<file path="src/rtl/dispreg_rd_pkg.sv">
package dispreg_rd_pkg;

    localparam int BYTE_W      = 8;
    localparam int WORD_W      = 32;
    localparam int NORM_STEPS  = 6;   // command + five receive bytes
    localparam int EXT_PARAMS  = 3;
    localparam int EXT_STEPS   = 4 * EXT_PARAMS;
    localparam int ACC_W       = 5 * BYTE_W;
    localparam int IDX_W       = $clog2(EXT_STEPS);
    localparam logic [3:0] PARAM_TAG = 4'hF;

    typedef enum logic [1:0] {
        STEP_CMD,
        STEP_DAT,
        STEP_RX
    } step_kind_e;

    typedef struct packed {
        step_kind_e        kind;
        logic [BYTE_W-1:0] tx;
        logic              last;
    } step_t;

    typedef enum logic [1:0] {
        EN_IDLE,
        EN_ISSUE,
        EN_WAIT,
        EN_CSHI
    } eng_state_e;

    // Byte schedule of one access, indexed by step number.
    function automatic step_t step_at(input logic ext,
                                      input logic [IDX_W-1:0] idx,
                                      input logic [BYTE_W-1:0] reg_code,
                                      input logic [BYTE_W-1:0] en_code);
        step_t      s;
        logic [3:0] p;
        s.kind = STEP_RX;
        s.tx   = '0;
        s.last = 1'b0;
        p      = {2'b00, idx[3:2]} + 4'd1;
        if (!ext) begin
            if (idx == '0) begin
                s.kind = STEP_CMD;
                s.tx   = reg_code;
            end
            s.last = (idx == IDX_W'(NORM_STEPS - 1));
        end else begin
            unique case (idx[1:0])
                2'd0: begin s.kind = STEP_CMD; s.tx = en_code;         end
                2'd1: begin s.kind = STEP_DAT; s.tx = {PARAM_TAG, p};  end
                2'd2: begin s.kind = STEP_CMD; s.tx = reg_code;        end
                default: begin s.kind = STEP_RX; s.tx = '0;            end
            endcase
            s.last = (idx == IDX_W'(EXT_STEPS - 1));
        end
        return s;
    endfunction

    // Pick the answer out of the receive accumulator.
    function automatic logic [WORD_W-1:0] realign(input logic ext,
                                                  input logic [ACC_W-1:0] acc);
        if (ext)
            return {8'h00, acc[3*BYTE_W-1:0]};
        return acc[ACC_W-2 -: WORD_W];
    endfunction

endpackage

</file>
<file path="src/rtl/dispreg_spi_shifter.sv">
module dispreg_spi_shifter #(
    parameter int HALF_DIV = 2
) (
    input  logic       clk,
    input  logic       rst,
    input  logic       start,
    input  logic [7:0] tx_byte,
    input  logic       miso,
    output logic       sck,
    output logic       mosi,
    output logic [7:0] rx_byte,
    output logic       byte_done
);
    localparam int DIV_W = (HALF_DIV > 1) ? $clog2(HALF_DIV) : 1;

    logic             active;
    logic [DIV_W-1:0] div_cnt;
    logic [2:0]       bit_cnt;
    logic [7:0]       tx_sh;
    logic [7:0]       rx_sh;

    always_ff @(posedge clk) begin
        if (rst) begin
            active    <= 1'b0;
            div_cnt   <= '0;
            bit_cnt   <= '0;
            tx_sh     <= '0;
            rx_sh     <= '0;
            sck       <= 1'b0;
            byte_done <= 1'b0;
        end else begin
            byte_done <= 1'b0;
            if (!active) begin
                if (start) begin
                    active  <= 1'b1;
                    tx_sh   <= tx_byte;
                    div_cnt <= '0;
                    bit_cnt <= '0;
                    sck     <= 1'b0;
                end
            end else if (div_cnt == DIV_W'(HALF_DIV - 1)) begin
                div_cnt <= '0;
                if (!sck) begin
                    sck   <= 1'b1;
                    rx_sh <= {rx_sh[6:0], miso};
                end else begin
                    sck   <= 1'b0;
                    tx_sh <= {tx_sh[6:0], 1'b0};
                    if (bit_cnt == 3'd7) begin
                        active    <= 1'b0;
                        byte_done <= 1'b1;
                    end else begin
                        bit_cnt <= bit_cnt + 3'd1;
                    end
                end
            end else begin
                div_cnt <= div_cnt + DIV_W'(1);
            end
        end
    end

    assign mosi    = active & tx_sh[7];
    assign rx_byte = rx_sh;

endmodule

</file>
<file path="src/rtl/dispreg_collect.sv">
module dispreg_collect
    import dispreg_rd_pkg::*;
(
    input  logic              clk,
    input  logic              rst,
    input  logic              clr,
    input  logic              shift_en,
    input  logic [BYTE_W-1:0] rx_byte,
    input  logic              ext,
    output logic [WORD_W-1:0] value
);
    logic [ACC_W-1:0] acc;

    always_ff @(posedge clk) begin
        if (rst || clr)
            acc <= '0;
        else if (shift_en)
            acc <= {acc[ACC_W-BYTE_W-1:0], rx_byte};
    end

    assign value = realign(ext, acc);

endmodule

</file>
<file path="src/rtl/dispreg_rd_engine.sv">
module dispreg_rd_engine
    import dispreg_rd_pkg::*;
#(
    parameter int HALF_DIV = 2,
    parameter int CS_PULSE = 3
) (
    input  logic        clk,
    input  logic        rst,
    input  logic        req_valid,
    input  logic        req_ext,
    input  logic [7:0]  req_addr,
    input  logic [7:0]  cfg_unlock,
    output logic        busy,
    output logic        done,
    output logic [31:0] result,
    output logic        spi_sck,
    output logic        spi_mosi,
    input  logic        spi_miso,
    output logic        spi_cs_n,
    output logic        spi_dc
);
    localparam int PC_W = (CS_PULSE > 1) ? $clog2(CS_PULSE) : 1;

    eng_state_e        state;
    logic [IDX_W-1:0]  idx;
    logic [PC_W-1:0]   pcnt;
    logic              mode_ext;
    logic [BYTE_W-1:0] addr_q;
    logic [BYTE_W-1:0] unlock_q;
    step_t             cur;

    logic              sh_start;
    logic [BYTE_W-1:0] sh_rx;
    logic              sh_done;
    logic              acc_clr;
    logic              acc_shift;
    logic [WORD_W-1:0] acc_value;

    assign cur       = step_at(mode_ext, idx, addr_q, unlock_q);
    assign sh_start  = (state == EN_ISSUE);
    assign acc_clr   = (state == EN_IDLE) && req_valid;
    assign acc_shift = (state == EN_WAIT) && sh_done && (cur.kind == STEP_RX);
    assign busy      = (state != EN_IDLE);

    dispreg_spi_shifter #(.HALF_DIV(HALF_DIV)) u_shift (
        .clk      (clk),
        .rst      (rst),
        .start    (sh_start),
        .tx_byte  (cur.tx),
        .miso     (spi_miso),
        .sck      (spi_sck),
        .mosi     (spi_mosi),
        .rx_byte  (sh_rx),
        .byte_done(sh_done)
    );

    dispreg_collect u_coll (
        .clk     (clk),
        .rst     (rst),
        .clr     (acc_clr),
        .shift_en(acc_shift),
        .rx_byte (sh_rx),
        .ext     (mode_ext),
        .value   (acc_value)
    );

    always_ff @(posedge clk) begin
        if (rst) begin
            state    <= EN_IDLE;
            idx      <= '0;
            pcnt     <= '0;
            mode_ext <= 1'b0;
            addr_q   <= '0;
            unlock_q <= '0;
            spi_cs_n <= 1'b1;
            spi_dc   <= 1'b1;
            done     <= 1'b0;
            result   <= '0;
        end else begin
            done <= 1'b0;
            unique case (state)
                EN_IDLE: begin
                    if (req_valid) begin
                        mode_ext <= req_ext;
                        addr_q   <= req_addr;
                        unlock_q <= cfg_unlock;
                        idx      <= '0;
                        spi_cs_n <= 1'b0;
                        state    <= EN_ISSUE;
                    end
                end
                EN_ISSUE: begin
                    spi_dc <= (cur.kind != STEP_CMD);
                    state  <= EN_WAIT;
                end
                EN_WAIT: begin
                    if (sh_done) begin
                        if (cur.last) begin
                            spi_cs_n <= 1'b1;
                            spi_dc   <= 1'b1;
                            pcnt     <= '0;
                            state    <= EN_CSHI;
                        end else begin
                            idx   <= idx + IDX_W'(1);
                            state <= EN_ISSUE;
                        end
                    end
                end
                default: begin
                    if (pcnt == PC_W'(CS_PULSE - 1)) begin
                        spi_cs_n <= 1'b0;
                        done     <= 1'b1;
                        result   <= acc_value;
                        state    <= EN_IDLE;
                    end else begin
                        pcnt <= pcnt + PC_W'(1);
                    end
                end
            endcase
        end
    end

endmodule

</file>
<file path="config.mk">
export PLATFORM = sky130hd
export DESIGN_NAME = dispreg_rd_engine
export DESIGN_NICKNAME = d
export VERILOG_FILES = /design/src/rtl/dispreg_rd_pkg.sv /design/src/rtl/dispreg_spi_shifter.sv /design/src/rtl/dispreg_collect.sv /design/src/rtl/dispreg_rd_engine.sv
export SDC_FILE = /design/constraint.sdc
export NUM_CORES = 1
export LEC_CHECK = 0
export BUFFER_PORTS_ARGS = -buffer_cell sky130_fd_sc_hd__buf_2
export CORE_ASPECT_RATIO = 0.8
export CORE_UTILIZATION = 62
export DETAILED_ROUTE_END_ITERATION = 6
export GPL_ROUTABILITY_DRIVEN = 0
export PLACE_DENSITY = 0.87
export SYNTH_ARGS = -nofsm -noshare
export SYNTH_HDL_FRONTEND = slang
export SYNTH_SLANG_ARGS = --single-unit
</file>
<file path="constraint.sdc">
create_clock -name clk -period 4.3 [get_ports clk]
set_input_delay 0.86 -clock clk [delete_from_list [all_inputs] [get_ports clk]]
set_output_delay 0.86 -clock clk [all_outputs]
set_load 0.1 [all_outputs]
</file>
==> results.tsv, run 1 <==
stage	metric	value	unit
outcome	outcome	finished, final reports clean	
detailed_routing	post-route antenna net violation count	0	
floorplanning	die area	0.00863	mm^2
detailed_routing	Iteration-0 DRC Markers	281	
sta	Highest Clock Rate	351	MHz
sta	Setup TNS	0	ns
hold_path	type of the tightest min-delay check	reg -> reg	
yosys	Syn Nets	595	
cts	number of buffers created by CTS	17	
sta	Period Utilization, post-route	66.3	%
final_layout	Syn-to-layout area delta	18.1	%
cts	Resize count post-CTS	0	
sta	final setup fails	0	
yosys	post-synth top area cell	dfxtp_1	
sta	final-report hold violation count	0	
final_layout	Multi-input gate area	0.00247	mm^2
cts	Clock Root Buffer	clkbuf_8	
floorplanning	initial core utilization	64.1	%
sta	Slew headroom	27.4	%
yosys	synth warn	0	
grt	first-pass GRT wire length	19.5	mm
yosys	Post-synth EDFFs	0	
yosys	Seq/Total Area, Yosys	47.7	%
sta	Final min period	2.85	ns
setup_path	WP data arrival	3.23	ns
cts	Sinks on Clock Net	122	
job	max-cap violations	0	
floorplanning	die extent in y	83.3	um
yosys	Async S/R FF share, synth	0	%
detailed_routing	via count	4232	
setup_path	Worst Setup End Kind	flip-flop	
sta	slew of the pin with the lowest slew margin	1.08	ns
yosys	Most used DFF post-synth	dfxtp_1	
yosys	Synth top area share	47.7	%
sta	max-slew violations	0	
setup_path	critical path buffer and inverter count	1	
yosys	Cells after Synth	564	
setup_path	critical-path cell list	a21oi_1, o21ai_4, buf_4, mux2i_1, nor2_1	
setup_path	reg-to-reg slack, setup	1.45	ns
setup_path	CP max-delay cell	dfxtp_2	
cts	htree depth	4	
floorplanning	Chip Width	104	um
grt	Tot GR Track Use	28.4	%
detailed_routing	vias per cell	5.81	
power	maximum VDD drop	414	uV
final_layout	proportion of layout cells with a drive suffix above 1	16.6	%
detailed_routing	Routed WL per cell	16.1	um
detailed_routing	drt pass-1 iters	5	
power	P_leak	2.56	nW
yosys	Synth Area per Inst	9.08	um^2
detailed_routing	Residual DRC	0	
power	P per Cell Area	478	mW/mm^2
grt	vias in the first global route	4059	
setup_path	CP max FO	44	
grt	initial antenna violation count	0	
cts	Worst-Skew Late Latency	0.51	ns
placed_design	Post-DP HPWL	7.06	mm
final_layout	fillers	554	
final_layout	FF+latch area	0.00244	mm^2
cts	Worst-path clk slew	0.06	ns
sta	Setup Skew	0.00965	ns
floorplanning	Core Rows	29	
setup_path	CP Class	reg -> reg	
grt	pin count of the biggest net entering global routing	57	
setup_path	type of origin of the critical path	flip-flop	
cts	Hold Buf Count CTS	0	
cts	postcts setup bufs	0	
setup_path	critical path's top delay family	flip-flops	
grt	GRT overflow	0	
floorplanning	Top-Level Pins	59	
yosys	Netlist cell types	50	
cts	TritonCTS clock tree	done	
final_layout	Final Net Count	638	
power	Pwr Total	0.00289	W
setup_path	Critical Path RT	4.68	ns
sta	RSZ-0062 raised after global routing	false	
cts	Max Root-Sink Buffers	2	
setup_path	Worst path max stage delay	1.02	ns
detailed_routing	final wirelength	11.7	mm
placed_design	Port Buffers	58	
floorplanning	core area	0.00798	mm^2
yosys	Synth Register Bits	122	
yosys	ranking of synthesized cells by area	dfxtp_1, mux2i_1, a21oi_1	
final_layout	ant diodes	0	
yosys	Post-Syn Area	0.00512	mm^2
-- power by group --
| part | internal [W] | switching, W | leakage (nW) |
|---|---|---|---|
| logic | 0.0000505 | 0.0000993 | 1.25 |
| registers | 0.00115 | 0.0000317 | 0.987 |
| clock network | 0.00101 | 0.000541 | 0.320 |
| total | 0.00222 | 0.000672 | 2.56 |
-- layout make-up --
type	count	area share [%]
inverter	9	0.559
multi-input combinational	396	40.9
timing repair buffer	61	5.17
sequential	122	40.4
clock buffer	17	6.85
clock inverter	15	3.91
tap	108	2.24
-- cell families after synthesis --
| kind of cell | after synthesis | synth area share (%) |
|---|---|---|
| mux | 65 | 12.7 |
| xor+xnor | 1 | 0.171 |
| fa+ha+maj | 10 | 2.44 |
| simple gates | 201 | 17.9 |
| compound gates | 119 | 14.9 |
| buf+inv | 46 | 4.20 |
| flops | 122 | 47.7 |
-- worst reg2reg max path, stage by stage (launching register included) --
cell and delay, ns:
dfxtp_2 1.02, a21oi_1 0.21, o21ai_4 0.67, buf_4 0.48, mux2i_1 0.25, nor2_1 0.08
-- synthesized netlist by cell type (all sizes together) (3+ instances only) --
cell type	n
nand2b	7
a21oi	58
mux2i	64
nor2b	6
nand2	74
or2	3
inv	9
nand3b	10
and3	3
dfxtp	122
a211oi	29
nand3	5
o32ai	7
ha	10
nor2	77
buf	21
clkbuf	16
o21ai	7
-- routing by layer --
layer,share of wire [%],GRT usage [%],up-vias,wire [um]
li1,-,-,2068,-
met1,45,36.5,1978,5280
met2,48,45.2,160,5580
met3,5.3,7.38,26,617
met4,1.8,12.4,0,216
met5,0,0,-,0
-- through the flow --
stage	std cells	setup slack [ns]	instance area [um^2]	hold WS [ns]	utilization [%]
2_1_floorplan	564	1.98	5120	0.412	-
3_3_place_gp	696	1.68	5400	0.422	67.6
3_5_place_dp	696	1.59	5400	0.429	67.6
4_1_cts	728	1.50	6050	0.438	75.7
5_1_grt	728	1.30	6050	0.449	75.7
6_report	728	1.45	6050	0.437	75.7
-- cells in the final DEF (no fill, tap or decap), types with 7 or more instances in the layout --
master	instances
nand3b_1	10
nor2_1	77
a211oi_1	29
nand2_1	74
o32ai_1	7
a21oi_1	58
mux2i_1	64
buf_2	58
clkbuf_16	16
ha_1	10
inv_1	9
dfxtp_1	121
nand2b_1	7
-- registers in the layout, indices dropped and copies added, names as in the netlist --
name               count
u_coll.acc            39
result                32
addr_q                 8
u_shift.rx_byte        8
u_shift.tx_sh          8
unlock_q               8
idx                    4
u_shift.bit_cnt        3
pcnt                   2
state                  2
done                   1
mode_ext               1
spi_cs_n               1
spi_dc                 1
u_shift.active         1
u_shift.byte_done      1
u_shift.div_cnt        1
u_shift.sck            1
-- worst paths after layout --
path                 start              to  cells after the start
setup reg to reg  mode_ext  u_coll.acc[17]                      5
hold reg to reg    pcnt[0]         pcnt[0]                      1
setup / recovery  mode_ext  u_coll.acc[17]                      5
hold / removal     pcnt[0]         pcnt[0]                      1
(Power assumes the default switching activity.)
==> run 2, diff against run 1 <==
--- a/config.mk
+++ b/config.mk
@@ -7,10 +7,10 @@
 export LEC_CHECK = 0
 export BUFFER_PORTS_ARGS = -buffer_cell sky130_fd_sc_hd__buf_2
 export CORE_ASPECT_RATIO = 0.8
-export CORE_UTILIZATION = 62
+export CORE_UTILIZATION = 52
 export DETAILED_ROUTE_END_ITERATION = 6
 export GPL_ROUTABILITY_DRIVEN = 0
-export PLACE_DENSITY = 0.87
+export PLACE_DENSITY = 0.78
 export SYNTH_ARGS = -nofsm -noshare
 export SYNTH_HDL_FRONTEND = slang
 export SYNTH_SLANG_ARGS = --single-unit
==> constraint.sdc (replaced) <==
create_clock -name clk -period 2.3 [get_ports clk]
set_input_delay 0.46 -clock clk [delete_from_list [all_inputs] [get_ports clk]]
set_output_delay 0.46 -clock clk [all_outputs]
set_load 0.1 [all_outputs]
==> run 2 against run 1 <==
Net effect:
- design area is 0.93% higher
- clock power is 80% higher
- wire length is 2.4% lower
- first-iteration DRC count is 0.71% higher
- via count is 1.4% lower
- critical path type is now reg -> out
==> results.tsv, run 2 (synthesized netlist as in run 1, its figures left out) <==
stage	metric	value	unit
final_layout	commonest non-fill, non-tap cell in the layout	dfxtp_1	
final_layout	Multi-input gate area	0.00247	mm^2
sta	Period Utilization, post-route	90.9	%
setup_path	worst r2r src	idx[0]	
sta	slew of the pin with the lowest slew margin	0.636	ns
cts	Worst-Skew Late Latency	0.41	ns
sta	Setup TNS	0	ns
detailed_routing	Routed WL per cell	15.4	um
cts	TritonCTS clock tree	done	
grt	first-pass GRT wire length	19.0	mm
setup_path	worst r2r dst	u_coll.acc[0]	
detailed_routing	Iteration-0 DRC Markers	283	
power	Logic pwr share	5.9	%
cts	Hold Buf Count CTS	0	
cts	Clock Root Buffer	clkbuf_16	
cts	Resize count post-CTS	0	
setup_path	R2R cell count	7	
hold_path	hold depth	3	
final_layout	largest reg by FF count	u_coll.acc	
setup_path	CP Class	reg -> out	
final_layout	ant diodes	0	
power	Seq pwr share	41.2	%
floorplanning	core area	0.00931	mm^2
grt	Tot GR Track Use	23.5	%
sta	RSZ-0062 raised after global routing	false	
power	maximum VDD drop	634	uV
cts	postcts setup bufs	0	
final_layout	Final Net Count	644	
grt	vias in the first global route	3910	
grt	pin count of the biggest net entering global routing	64	
grt	initial antenna violation count	0	
floorplanning	initial core utilization	55.0	%
power	Internal	0.00417	W
floorplanning	die area	0.0102	mm^2
placed_design	Port Buffers	58	
power	P per Cell Area	872	mW/mm^2
final_layout	Top Registers	u_coll.acc x39, result x32	
final_layout	Syn-to-layout area delta	19.2	%
sta	final-report hold violation count	0	
job	max-cap violations	0	
setup_path	type of origin of the critical path	flip-flop	
final_layout	FF+latch area	0.00244	mm^2
detailed_routing	vias per cell	5.64	
floorplanning	die extent in y	90.7	um
cts	Sinks on Clock Net	122	
detailed_routing	via count	4171	
floorplanning	Top-Level Pins	59	
setup_path	WP data arrival	1.63	ns
cts	Max Root-Sink Buffers	2	
setup_path	Critical Path RT	1.84	ns
sta	Slew headroom	57.5	%
hold_path	Worst Hold End	mode_ext	
detailed_routing	drt pass-1 iters	7	
setup_path	Worst Setup End Kind	output port	
detailed_routing	Residual DRC	0	
final_layout	Largest register FFs	39	
detailed_routing	post-route antenna net violation count	0	
sta	Highest Clock Rate	478	MHz
sta	Final min period	2.09	ns
power	switch share	21.5	%
outcome	outcome	finished, final reports clean	
hold_path	type of the tightest min-delay check	in -> reg	
power	P_leak	2.59	nW
final_layout	Design Area, Final	0.00610	mm^2
setup_path	reg-to-reg slack, setup	0.25	ns
placed_design	Area after DPL	0.00547	mm^2
cts	number of buffers created by CTS	17	
setup_path	CP max FO	13	
sta	max-slew violations	0	
hold_path	hold path start	req_ext	
power	clock share of power	52.9	%
floorplanning	Chip Width	113	um
detailed_routing	final wirelength	11.4	mm
sta	Setup Skew	0.00826	ns
sta	final setup fails	0	
floorplanning	Core Rows	31	
grt	GRT overflow	0	
final_layout	fillers	738	
placed_design	Post-DP HPWL	7.42	mm
final_layout	most frequent cells in the layout	dfxtp_1, nor2_1, nand2_1	
cts	Worst-path clk slew	0.05	ns
cts	htree depth	4	
power	P_sw	0.00115	W
final_layout	proportion of layout cells with a drive suffix above 1	17.0	%
[run 2: cell types whose count changed in the layout (fill, tap and decap cells not counted)]
cell / delta
clkbuf_16: +1
clkinv_2: +3
buf_12: +2
inv_8: -1
clkbuf_8: +3
clkbuf_1: +2
buf_4: +4
inv_6: -5
clkinv_4: -3
bufinv_16: -1
[run 2: worst max-delay path by stage]
stage,startpoint,endpoint,slack [ns],cells past startpoint
after floorplan,u_shift.active,spi_mosi,0.38,2
after global placement,idx[0],u_coll.acc[5],0.43,7
after detailed placement,idx[0],u_coll.acc[8],0.33,7
after CTS,state[1],busy,0.20,3
after global routing,idx[0],u_coll.acc[24],0.06,7
final,state[1],busy,0.21,3
[run 2: layout make-up]
type	instances	area share [%]
multi-input combinational	396	40.5
clock inverter	8	2.30
clock buffer	23	8.00
timing repair buffer	67	6.27
inverter	9	0.554
tap	115	2.36
sequential	122	40.0
[run 2: layer usage]
metal	GRT usage (%)	vias to the layer above	part of all wire, %
met2	37.9	120	47
li1	-	2076	-
met4	7.02	0	1.2
met5	0	-	0
met3	7.05	15	5.4
met1	30.2	1960	47
[run 2: power by group through the flow]
stage	clock (W)	combinational, W	sequential, W
2_1_floorplan	0	0.000222	0.00224
3_3_place_gp	0	0.000302	0.00224
3_5_place_dp	0	0.000310	0.00224
4_1_cts	0.00285	0.000312	0.00219
5_1_grt	0.00292	0.000342	0.00220
6_report	0.00281	0.000314	0.00219
[run 2: critical path, cell delays in order, from the launching register on]
cell and delay, ns:
dfxtp_1 0.62, nor2_1 0.12, inv_1 0.07, buf_2 0.41
[run 2: stage by stage]
step	hold slack (ns)	instances	util (%)	worst slack, ns	power (W)
after floorplan	0.412	564	-	0.378	0.00247
after global placement	0.421	709	58.8	0.432	0.00254
after detailed placement	0.429	709	58.8	0.329	0.00255
after CTS	0.276	740	65.6	0.204	0.00535
after global routing	0.293	740	65.6	0.0608	0.00546
final	0.284	740	65.6	0.210	0.00532
